===== src/rtl/feac_tx_pkg.sv =====
package feac_tx_pkg;

  // Number of ones at the head of every alarm word
  localparam int unsigned FLAG_ONES = 8;

  typedef enum logic [1:0] {
    SEL_IDLE   = 2'b00,
    SEL_CODE_A = 2'b01,
    SEL_CODE_B = 2'b10,
    SEL_LOOP   = 2'b11
  } feac_sel_e;

  typedef enum logic [1:0] {
    WK_ONES = 2'd0,
    WK_A    = 2'd1,
    WK_B    = 2'd2
  } word_kind_e;

  // Word length: flag ones, opening zero, code bits, closing zero
  function automatic int unsigned word_bits(input int unsigned code_w);
    return FLAG_ONES + code_w + 2;
  endfunction

endpackage


===== src/rtl/feac_bit_pos.sv =====
module feac_bit_pos #(
  parameter int unsigned WORD_W = 16,
  localparam int unsigned PW = $clog2(WORD_W)
) (
  input  logic          clk,
  input  logic          rst_n,
  input  logic          bit_en_i,
  output logic [PW-1:0] pos_o,
  output logic          word_end_o
);

  logic [PW-1:0] pos_q;

  assign pos_o      = pos_q;
  assign word_end_o = bit_en_i && (pos_q == PW'(WORD_W - 1));

  always_ff @(posedge clk or negedge rst_n) begin
    if (!rst_n) begin
      pos_q <= '0;
    end else if (bit_en_i) begin
      pos_q <= word_end_o ? '0 : pos_q + 1'b1;
    end
  end

  // a word is exactly WORD_W opportunities; the position restarts after the last one
  assert_pos_wrap_R2: assert property (@(posedge clk) disable iff (!rst_n)
    word_end_o |=> (pos_q == '0));

endmodule


===== src/rtl/feac_word_seq.sv =====
module feac_word_seq
  import feac_tx_pkg::*;
#(
  parameter int unsigned REP_WORDS = 10,
  localparam int unsigned CW = $clog2(REP_WORDS + 1)
) (
  input  logic       clk,
  input  logic       rst_n,
  input  logic       word_end_i,
  input  feac_sel_e  sel_i,
  output word_kind_e kind_o,
  output logic       done_o
);

  localparam logic [CW-1:0] LAST = CW'(REP_WORDS - 1);

  logic          lb_active_q;
  logic          lb_in_b_q;
  logic [CW-1:0] lb_cnt_q;
  logic          armed_q;
  logic          done_q;

  logic seq_last;
  logic start_loop;

  // The word now on the line is the final B word of a command
  assign seq_last   = lb_active_q && lb_in_b_q && (lb_cnt_q == LAST);
  assign start_loop = (!lb_active_q || seq_last) && (sel_i == SEL_LOOP) && armed_q;

  always_comb begin
    kind_o = WK_ONES;
    if (lb_active_q && !seq_last) begin
      kind_o = (lb_in_b_q || (lb_cnt_q == LAST)) ? WK_B : WK_A;
    end else begin
      unique case (sel_i)
        SEL_IDLE:   kind_o = WK_ONES;
        SEL_CODE_A: kind_o = WK_A;
        SEL_CODE_B: kind_o = WK_B;
        SEL_LOOP:   kind_o = armed_q ? WK_A : WK_ONES;
        default:    kind_o = WK_ONES;
      endcase
    end
  end

  always_ff @(posedge clk or negedge rst_n) begin
    if (!rst_n) begin
      lb_active_q <= 1'b0;
      lb_in_b_q   <= 1'b0;
      lb_cnt_q    <= '0;
      armed_q     <= 1'b1;
      done_q      <= 1'b0;
    end else begin
      done_q <= word_end_i && seq_last;
      if (sel_i != SEL_LOOP) begin
        armed_q <= 1'b1;
      end else if (word_end_i && start_loop) begin
        armed_q <= 1'b0;
      end
      if (word_end_i) begin
        if (start_loop) begin
          lb_active_q <= 1'b1;
          lb_in_b_q   <= 1'b0;
          lb_cnt_q    <= '0;
        end else if (seq_last) begin
          lb_active_q <= 1'b0;
        end else if (lb_active_q) begin
          if (lb_cnt_q == LAST) begin
            lb_in_b_q <= 1'b1;
            lb_cnt_q  <= '0;
          end else begin
            lb_cnt_q <= lb_cnt_q + 1'b1;
          end
        end
      end
    end
  end

  assign done_o = done_q;

  // the word index inside a phase never passes REP_WORDS-1
  assert_cnt_range_R6: assert property (@(posedge clk) disable iff (!rst_n)
    lb_active_q |-> (lb_cnt_q <= LAST));

  // the completion pulse lasts a single cycle
  assert_done_pulse_R8: assert property (@(posedge clk) disable iff (!rst_n)
    done_o |=> !done_o);

  // a running command is not cut short by the select
  assert_commit_R7: assert property (@(posedge clk) disable iff (!rst_n)
    (word_end_i && lb_active_q && !seq_last) |=> lb_active_q);

  // without re-arming, the end of a command leaves the sequencer idle
  assert_no_rearm_R9: assert property (@(posedge clk) disable iff (!rst_n)
    (word_end_i && seq_last && !armed_q) |=> !lb_active_q);

endmodule


===== src/rtl/feac_word_shift.sv =====
module feac_word_shift
  import feac_tx_pkg::*;
#(
  parameter int unsigned CODE_W = 6,
  localparam int unsigned WORD_W = word_bits(CODE_W)
) (
  input  logic              clk,
  input  logic              rst_n,
  input  logic              bit_en_i,
  input  logic              load_i,
  input  word_kind_e        kind_i,
  input  logic [CODE_W-1:0] code_a_i,
  input  logic [CODE_W-1:0] code_b_i,
  output logic              ser_o
);

  logic [WORD_W-1:0] sh_q;

  // Bit 0 is sent first: flag ones, zero, code LSB first, zero
  function automatic logic [WORD_W-1:0] build_word(
    input word_kind_e        k,
    input logic [CODE_W-1:0] a,
    input logic [CODE_W-1:0] b
  );
    logic [CODE_W-1:0] c;
    c = (k == WK_B) ? b : a;
    if (k == WK_ONES) return '1;
    return {1'b0, c, 1'b0, {FLAG_ONES{1'b1}}};
  endfunction

  always_ff @(posedge clk or negedge rst_n) begin
    if (!rst_n) begin
      sh_q <= '1;
    end else if (bit_en_i) begin
      sh_q <= load_i ? build_word(kind_i, code_a_i, code_b_i)
                     : {1'b1, sh_q[WORD_W-1:1]};
    end
  end

  assign ser_o = sh_q[0];

  // without a bit opportunity the line bit holds
  assert_quiet_R10: assert property (@(posedge clk) disable iff (!rst_n)
    !bit_en_i |=> $stable(ser_o));

endmodule


===== src/rtl/feac_dual_tx.sv =====
module feac_dual_tx
  import feac_tx_pkg::*;
#(
  parameter int unsigned CODE_W    = 6,
  parameter int unsigned REP_WORDS = 10
) (
  input  logic              clk,
  input  logic              rst_n,
  input  logic              bit_en,
  input  logic [1:0]        sel_i,
  input  logic [CODE_W-1:0] code_a_i,
  input  logic [CODE_W-1:0] code_b_i,
  output logic              ser_o,
  output logic              done_o
);

  localparam int unsigned WORD_W = word_bits(CODE_W);
  localparam int unsigned PW     = $clog2(WORD_W);

  logic [PW-1:0] pos;
  logic          word_end;
  word_kind_e    next_kind;

  feac_bit_pos #(.WORD_W(WORD_W)) u_pos (
    .clk        (clk),
    .rst_n      (rst_n),
    .bit_en_i   (bit_en),
    .pos_o      (pos),
    .word_end_o (word_end)
  );

  feac_word_seq #(.REP_WORDS(REP_WORDS)) u_seq (
    .clk        (clk),
    .rst_n      (rst_n),
    .word_end_i (word_end),
    .sel_i      (feac_sel_e'(sel_i)),
    .kind_o     (next_kind),
    .done_o     (done_o)
  );

  feac_word_shift #(.CODE_W(CODE_W)) u_shift (
    .clk      (clk),
    .rst_n    (rst_n),
    .bit_en_i (bit_en),
    .load_i   (word_end),
    .kind_i   (next_kind),
    .code_a_i (code_a_i),
    .code_b_i (code_b_i),
    .ser_o    (ser_o)
  );

  // the first FLAG_ONES opportunities of every word carry ones
  assert_flag_ones_R2: assert property (@(posedge clk) disable iff (!rst_n)
    (pos < PW'(FLAG_ONES)) |-> ser_o);

  // completion is reported only right after a word boundary
  assert_done_boundary_R8: assert property (@(posedge clk) disable iff (!rst_n)
    done_o |-> $past(word_end));

endmodule


===== config.mk =====
export PLATFORM = sky130hd
export DESIGN_NAME = feac_dual_tx
export DESIGN_NICKNAME = d
export VERILOG_FILES = /design/src/rtl/feac_tx_pkg.sv /design/src/rtl/feac_bit_pos.sv /design/src/rtl/feac_word_seq.sv /design/src/rtl/feac_word_shift.sv /design/src/rtl/feac_dual_tx.sv
export SDC_FILE = /design/constraint.sdc
export NUM_CORES = 1
export LEC_CHECK = 0
export BUFFER_PORTS_ARGS = -buffer_cell sky130_fd_sc_hd__buf_2
export CORE_UTILIZATION = 56
export DETAILED_ROUTE_END_ITERATION = 7
export HOLD_SLACK_MARGIN = 0.06
export PLACE_DENSITY = 0.75
export SLEW_MARGIN = 20
export SYNTH_ARGS = -nofsm -noshare
export SYNTH_HDL_FRONTEND = slang
export SYNTH_HIERARCHICAL = 1
export SYNTH_SLANG_ARGS = --single-unit

===== constraint.sdc =====
create_clock -name clk -period 2.4 [get_ports clk]
set_input_delay 0.24 -clock clk [delete_from_list [all_inputs] [get_ports clk]]
set_output_delay 0.24 -clock clk [all_outputs]
set_load 0.01 [all_outputs]

Word level (Yosys, flattened, before mapping). Index checks and enable logic that the tools add are counted.

Register bits after elaboration: 28. Bits in latches: 0. Bits in writable memories: 0. ROM bits: 0. Output and inout bits: 2. Word-level logic and storage cells: 61. Memories kept: 0.

Add/subtract/negate cells: 2. Multipliers: 0. Divide/modulo/power cells: 0. Order comparisons: 0. Equal/unequal tests: 8. Shifts and indexed selects: 0. Muxes and demuxes: 23. Bitwise gates (word level): 0. Reductions and logical operators: 21.

Operators with widths (number): 16-bit two-way mux (3); 4-bit two-way mux (5); 1-bit two-way mux (11); 4-bit by 1-bit adder with 4-bit output (second input constant) (2); 4-bit equality test (second input constant) (2); 1-bit logical AND (8); 2-bit one-hot mux with 4 select lines (1); 2-bit nonzero test (4); 2-bit equality test (second input constant) (3); 6-bit two-way mux (1); 2-bit logical NOT (2); 2-bit two-way mux (2); 2-bit inequality test (second input constant) (2); 4-bit AND reduction (1); 3-bit AND reduction (1); 2-bit by 1-bit equality test with 1-bit output (second input constant) (1); 1-bit logical NOT (2); 1-bit logical OR (2); 2-bit AND reduction (1).

Longest topological paths before layout.
Depth after elaboration: 10. Depth in mapped cells: 9.

Modules after synthesis. Netlist, hierarchy kept.

By module, submodules not included: feac_word_shift (instances 1, cells an instance 76, area an instance 770.7 um^2, seq. area each 420.4 um^2); feac_word_seq (instances 1, cells an instance 52, area an instance 500.5 um^2, seq. area each 201.4 um^2); feac_bit_pos (instances 1, cells an instance 19, area an instance 187.7 um^2, seq. area each 100.1 um^2).

Least setup slack after synthesis. Ideal clock, no wire load.

Path type: register to register. From: reg u_pos.pos_q[0], in the netlist u_pos/pos_o[0]. To: reg u_seq.lb_cnt_q[3]. Arrival time: 1.652 ns. Required time: 2.279 ns. Path slack: 0.627 ns. Cell stages (with the launch flop): 9. Buffers on the path: 1. Clock period less this slack: 1.773 ns. Cell sequence: dfrtp_1 > ha_1 > nand2_1 > nor2_1 > buf_12 > nand2_1 > nor2b_4 > a41oi_2 > a22o_1.

Longest elaborated chain between the ends: 3.

RTL lines: start, declared (RTL line feac_bit_pos.sv:12) `logic [PW-1:0] pos_q;`; start signal, assigned (RTL line feac_bit_pos.sv:21) `pos_q <= word_end_o ? '0 : pos_q + 1'b1;`; 4-bit equality test (RTL line feac_bit_pos.sv:15) `assign word_end_o = bit_en_i && (pos_q == PW'(WORD_W - 1));`; 1-bit logical AND (RTL line feac_bit_pos.sv:15); named net word_end (RTL line feac_dual_tx.sv:21) `logic word_end;`; 3-bit AND reduction (no line); end signal, assigned (RTL line feac_word_seq.sv:71) `lb_cnt_q <= lb_cnt_q + 1'b1;`; end, declared (RTL line feac_word_seq.sv:19) `logic [CW-1:0] lb_cnt_q;`.

The timed path passes the listed nets, and every way through them passes these cells. A chain may end at the register's enable or synchronous reset.

Final worst setup path.
From: reg u_seq.lb_cnt_q[1]. To: reg u_shift.sh_q[10].

Longest elaborated chain between the ends: 10. Elaborated cells on any way between the ends: 14.

RTL lines: 4-bit equality test * (RTL line feac_word_seq.sv:27, feac_word_seq.sv:33); 1-bit logical AND (RTL line feac_word_seq.sv:27) `assign seq_last = lb_active_q && lb_in_b_q && (lb_cnt_q == LAST);`; 1-bit logical NOT (RTL line feac_word_seq.sv:32) `if (lb_active_q && !seq_last) begin`; 1-bit logical AND (RTL line feac_word_seq.sv:32); 2-bit two-way mux * (RTL line feac_word_seq.sv:32); named net next_kind[0] (RTL line feac_dual_tx.sv:22) `word_kind_e next_kind;`; 2-bit logical NOT (RTL line feac_word_shift.sv:27) `if (k == WK_ONES) return '1;`; 1-bit two-way mux (RTL line feac_word_shift.sv:27); 1-bit two-way mux (RTL line feac_word_shift.sv:34) `end else if (bit_en_i) begin`; 16-bit two-way mux * (RTL line feac_word_shift.sv:28) `return {1'b0, c, 1'b0, {FLAG_ONES{1'b1}}};`; 16-bit two-way mux * (RTL line feac_word_shift.sv:35) `sh_q <= load_i ? build_word(kind_i, code_a_i, code_b_i)`; end signal, assigned (RTL line feac_word_shift.sv:35); end, declared (RTL line feac_word_shift.sv:17) `logic [WORD_W-1:0] sh_q;`.

The timed path passes the listed nets; every way through them passes the cells marked *. The select of a mux whose other input is x is not followed.

==> metrics <==
Worst R2R End=u_shift/sh_q[10]; clock latency at the later pin of the worst-skew pair=320 ps; cells on worst reg2reg path=9; worst slew pin tran=597 ps; Post-CTS Setup Inserts=0; RSZ-0062 raised after global routing=false; final non-filler cell total=just under 200; Seq cells post-synth=28; RePlAce Congestion=0.817; DP Cell Count=191; Cell Rows=18; vias in the first global route=1108; Hold Path Sink=u_shift/sh_q[14]; Adder-Cell Fraction of Synth Area=2.57%; Mapped Cells=147; skew final=between 3 and 4 ps; mux contribution to synthesized area=1.46%; worst vdd ir=440 µV; Mapped Avg Cell Area=a little under 10 µm²; CTS sink cnt=28; number of buffers added on ports=18; met3 wire len=~100 µm; critical path data required time=2640 ps; Post-synth EDFFs=0; fmax=around 510 MHz; Clk pin slew, worst setup/hold paths=150 ps; largest net degree at the start of global routing=38; clock root buffer master=clkbuf_4; final worst-path cycle share=81.2%; Crit Path Max Fanout=6; setup violators final=0; total grt overflow=0; Crit Reg-Reg Startpoint=u_seq/lb_cnt_q[1]; post-route minimum period=1950 ps; Synth Flop Type=dfstp_2; starting density of the core=58.9%; hold_sp=code_b_i[5]; r2r setup slk=450 ps; Setup Slack @ Placement=496 ps; Post-Syn Nets=about 170; fin area=1580 µm²; worst hold path depth=3; Yosys top cell area share=30.6%; most frequent cells after synthesis=nor2_1, dfstp_2, nand2_1; met1 wire length=approximately 1.3 mm; status=complete, no violations; largest family of logic cells by synthesized area=simple AND/OR/NAND/NOR gates; placed inst area=1530 µm²; top sig layer=met4; Layout area overhead=8.15%; Max-slew headroom=around 60%; post-synthesis compound-gate area fraction=around a fifth; Hold-fix buffers, CTS=1; Hold Path Class=in -> reg; Hold Vio Cnt, Final=0; core area=2480 µm²; Crit. End Element=flop; TritonCTS Buffers=3; PnR worst setup slack=about 450 ps; drt pass-1 iters=4; Synth area leader=dfstp_2; initial antenna violation count=0; IO Count=19; top-count cell post-synth=nor2_1; Nets=between 150 and 200; routed wl met2=approximately 1.4 mm; post-DR vias/cell=5.87; cell area after synthesis=1460 µm²; die area=2810 µm²; Setup CP Type=reg -> reg; final wirelength=around 2.8 mm; DR vias=1151; global-route wire length before repair=approximately 4.7 mm; htree depth=1; async set-reset flop share out of synthesis=100%; power per cell area=769 nW/µm²; Routed Antenna Nets=0; final setup TNS=0 ps; Global Route Usage Sum=22.9%; Synth Area in Simple Gates=between 15 and 20%; hpwl dp=2.01 mm; Final Max Slew Viols=0; share of layout cells above drive strength 1=27.7%; Synth cell types=33; sequential share of the synthesized area=49.5%; Leak=approximately 0.68 nW; Die H=between 50 and 60 µm; synth top area cells=dfstp_2, dfrtp_1, nor2_1; XOR/XNOR Fraction of Synth Area=0.600%; Resize count post-CTS=0; antenna cells=0; Die W=between 50 and 60 µm; number of DRC markers in iteration 0=28; CP startpoint kind=flop; Syn. warnings=6; Clock Path Buffers=2; wire per inst=approximately 15 µm; CTS tree=done; CP arrival=2190 ps; Max-Cap Viols=0; DRC=0
## flip-flops by register name, summed over array words and instances, names as in the netlist
register / count
u_shift/sh_q: 16
u_pos/pos_o: 4
u_seq/lb_cnt_q: 4
u_seq/armed_q: 1
u_seq/done_o: 1
u_seq/lb_active_q: 1
u_seq/lb_in_b_q: 1
## routing by layer
metal  vias up  track usage [%]
met5         -                0
met1       562             28.9
li1        562                -
met4         0             6.14
met3         2             2.59
met2        25             41.1
## worst max-delay path: stages (launching register included)
cell      delay (ps)
dfrtp_1          450
inv_1             70
ha_1             190
nand3b_1         190
nand2_1          120
nor2_1            50
a31o_1           210
nand2b_1         240
o22ai_1          180
o221ai_1         150
## logic make-up (layout without fill, tap and decap cells)
logic type / after synthesis / after routing
and+or+nand+nor: 55 / 55
AOI/OAI and AO/OA: 41 / 41
DFF: 28 / 28
buffers and inverters: 17 / 36
adders and majority gates: 3 / 3
muxes: 2 / 2
xor gates and xnor gates: 1 / 1
## placed cells by master, fill, tap and decap left out, drive strengths merged, types with 6 or more instances in the layout
master	netlist	layout
o22ai	7	7
dfrtp	11	11
nor2	22	22
buf	6	20
inv	11	11
nand2	13	13
dfstp	17	17
o21ai	6	6
o221ai	6	6
nand3b	7	7
a21oi	11	11
## worst max path at each step
| stage | startpoint | to | cells after the start |
|---|---|---|---|
| 2_1_floorplan | u_pos/pos_o[0] | u_seq/lb_cnt_q[3] | 8 |
| 4_1_cts | u_pos/pos_o[0] | u_shift/sh_q[10] | 6 |
| 3_3_place_gp | u_seq/lb_cnt_q[1] | u_shift/sh_q[9] | 9 |
| 6_report | u_seq/lb_cnt_q[1] | u_shift/sh_q[10] | 9 |
| 5_1_grt | u_pos/pos_o[0] | u_seq/lb_cnt_q[3] | 7 |
| 3_5_place_dp | u_seq/lb_cnt_q[1] | u_shift/sh_q[10] | 9 |
## area by class of cell
type,instances,area [µm²]
inverter,11,41.3
sequential,28,722
multi-input combinational,102,626
tap,30,37.5
fill,212,900
timing repair buffer,21,115
clock buffer,4,36.3
## metrics by stage
step | utilization [%] | power, mW | hold slack, ps
floorplan | - | 0.907 | -55.6
global placement | 61.8 | 0.967 | 275
detailed placement | 61.8 | 0.995 | 280
CTS | 63.7 | 1.22 | 224
global route | 63.7 | 1.30 | 215
finish | 63.7 | 1.21 | 231
## where the power goes
part / internal, mW / switching [mW]
Combinational: 0.133 / 0.160
Sequential: 0.606 / 0.0888
Clock: 0.0927 / 0.133
Power figures use the tool's default switching activity.
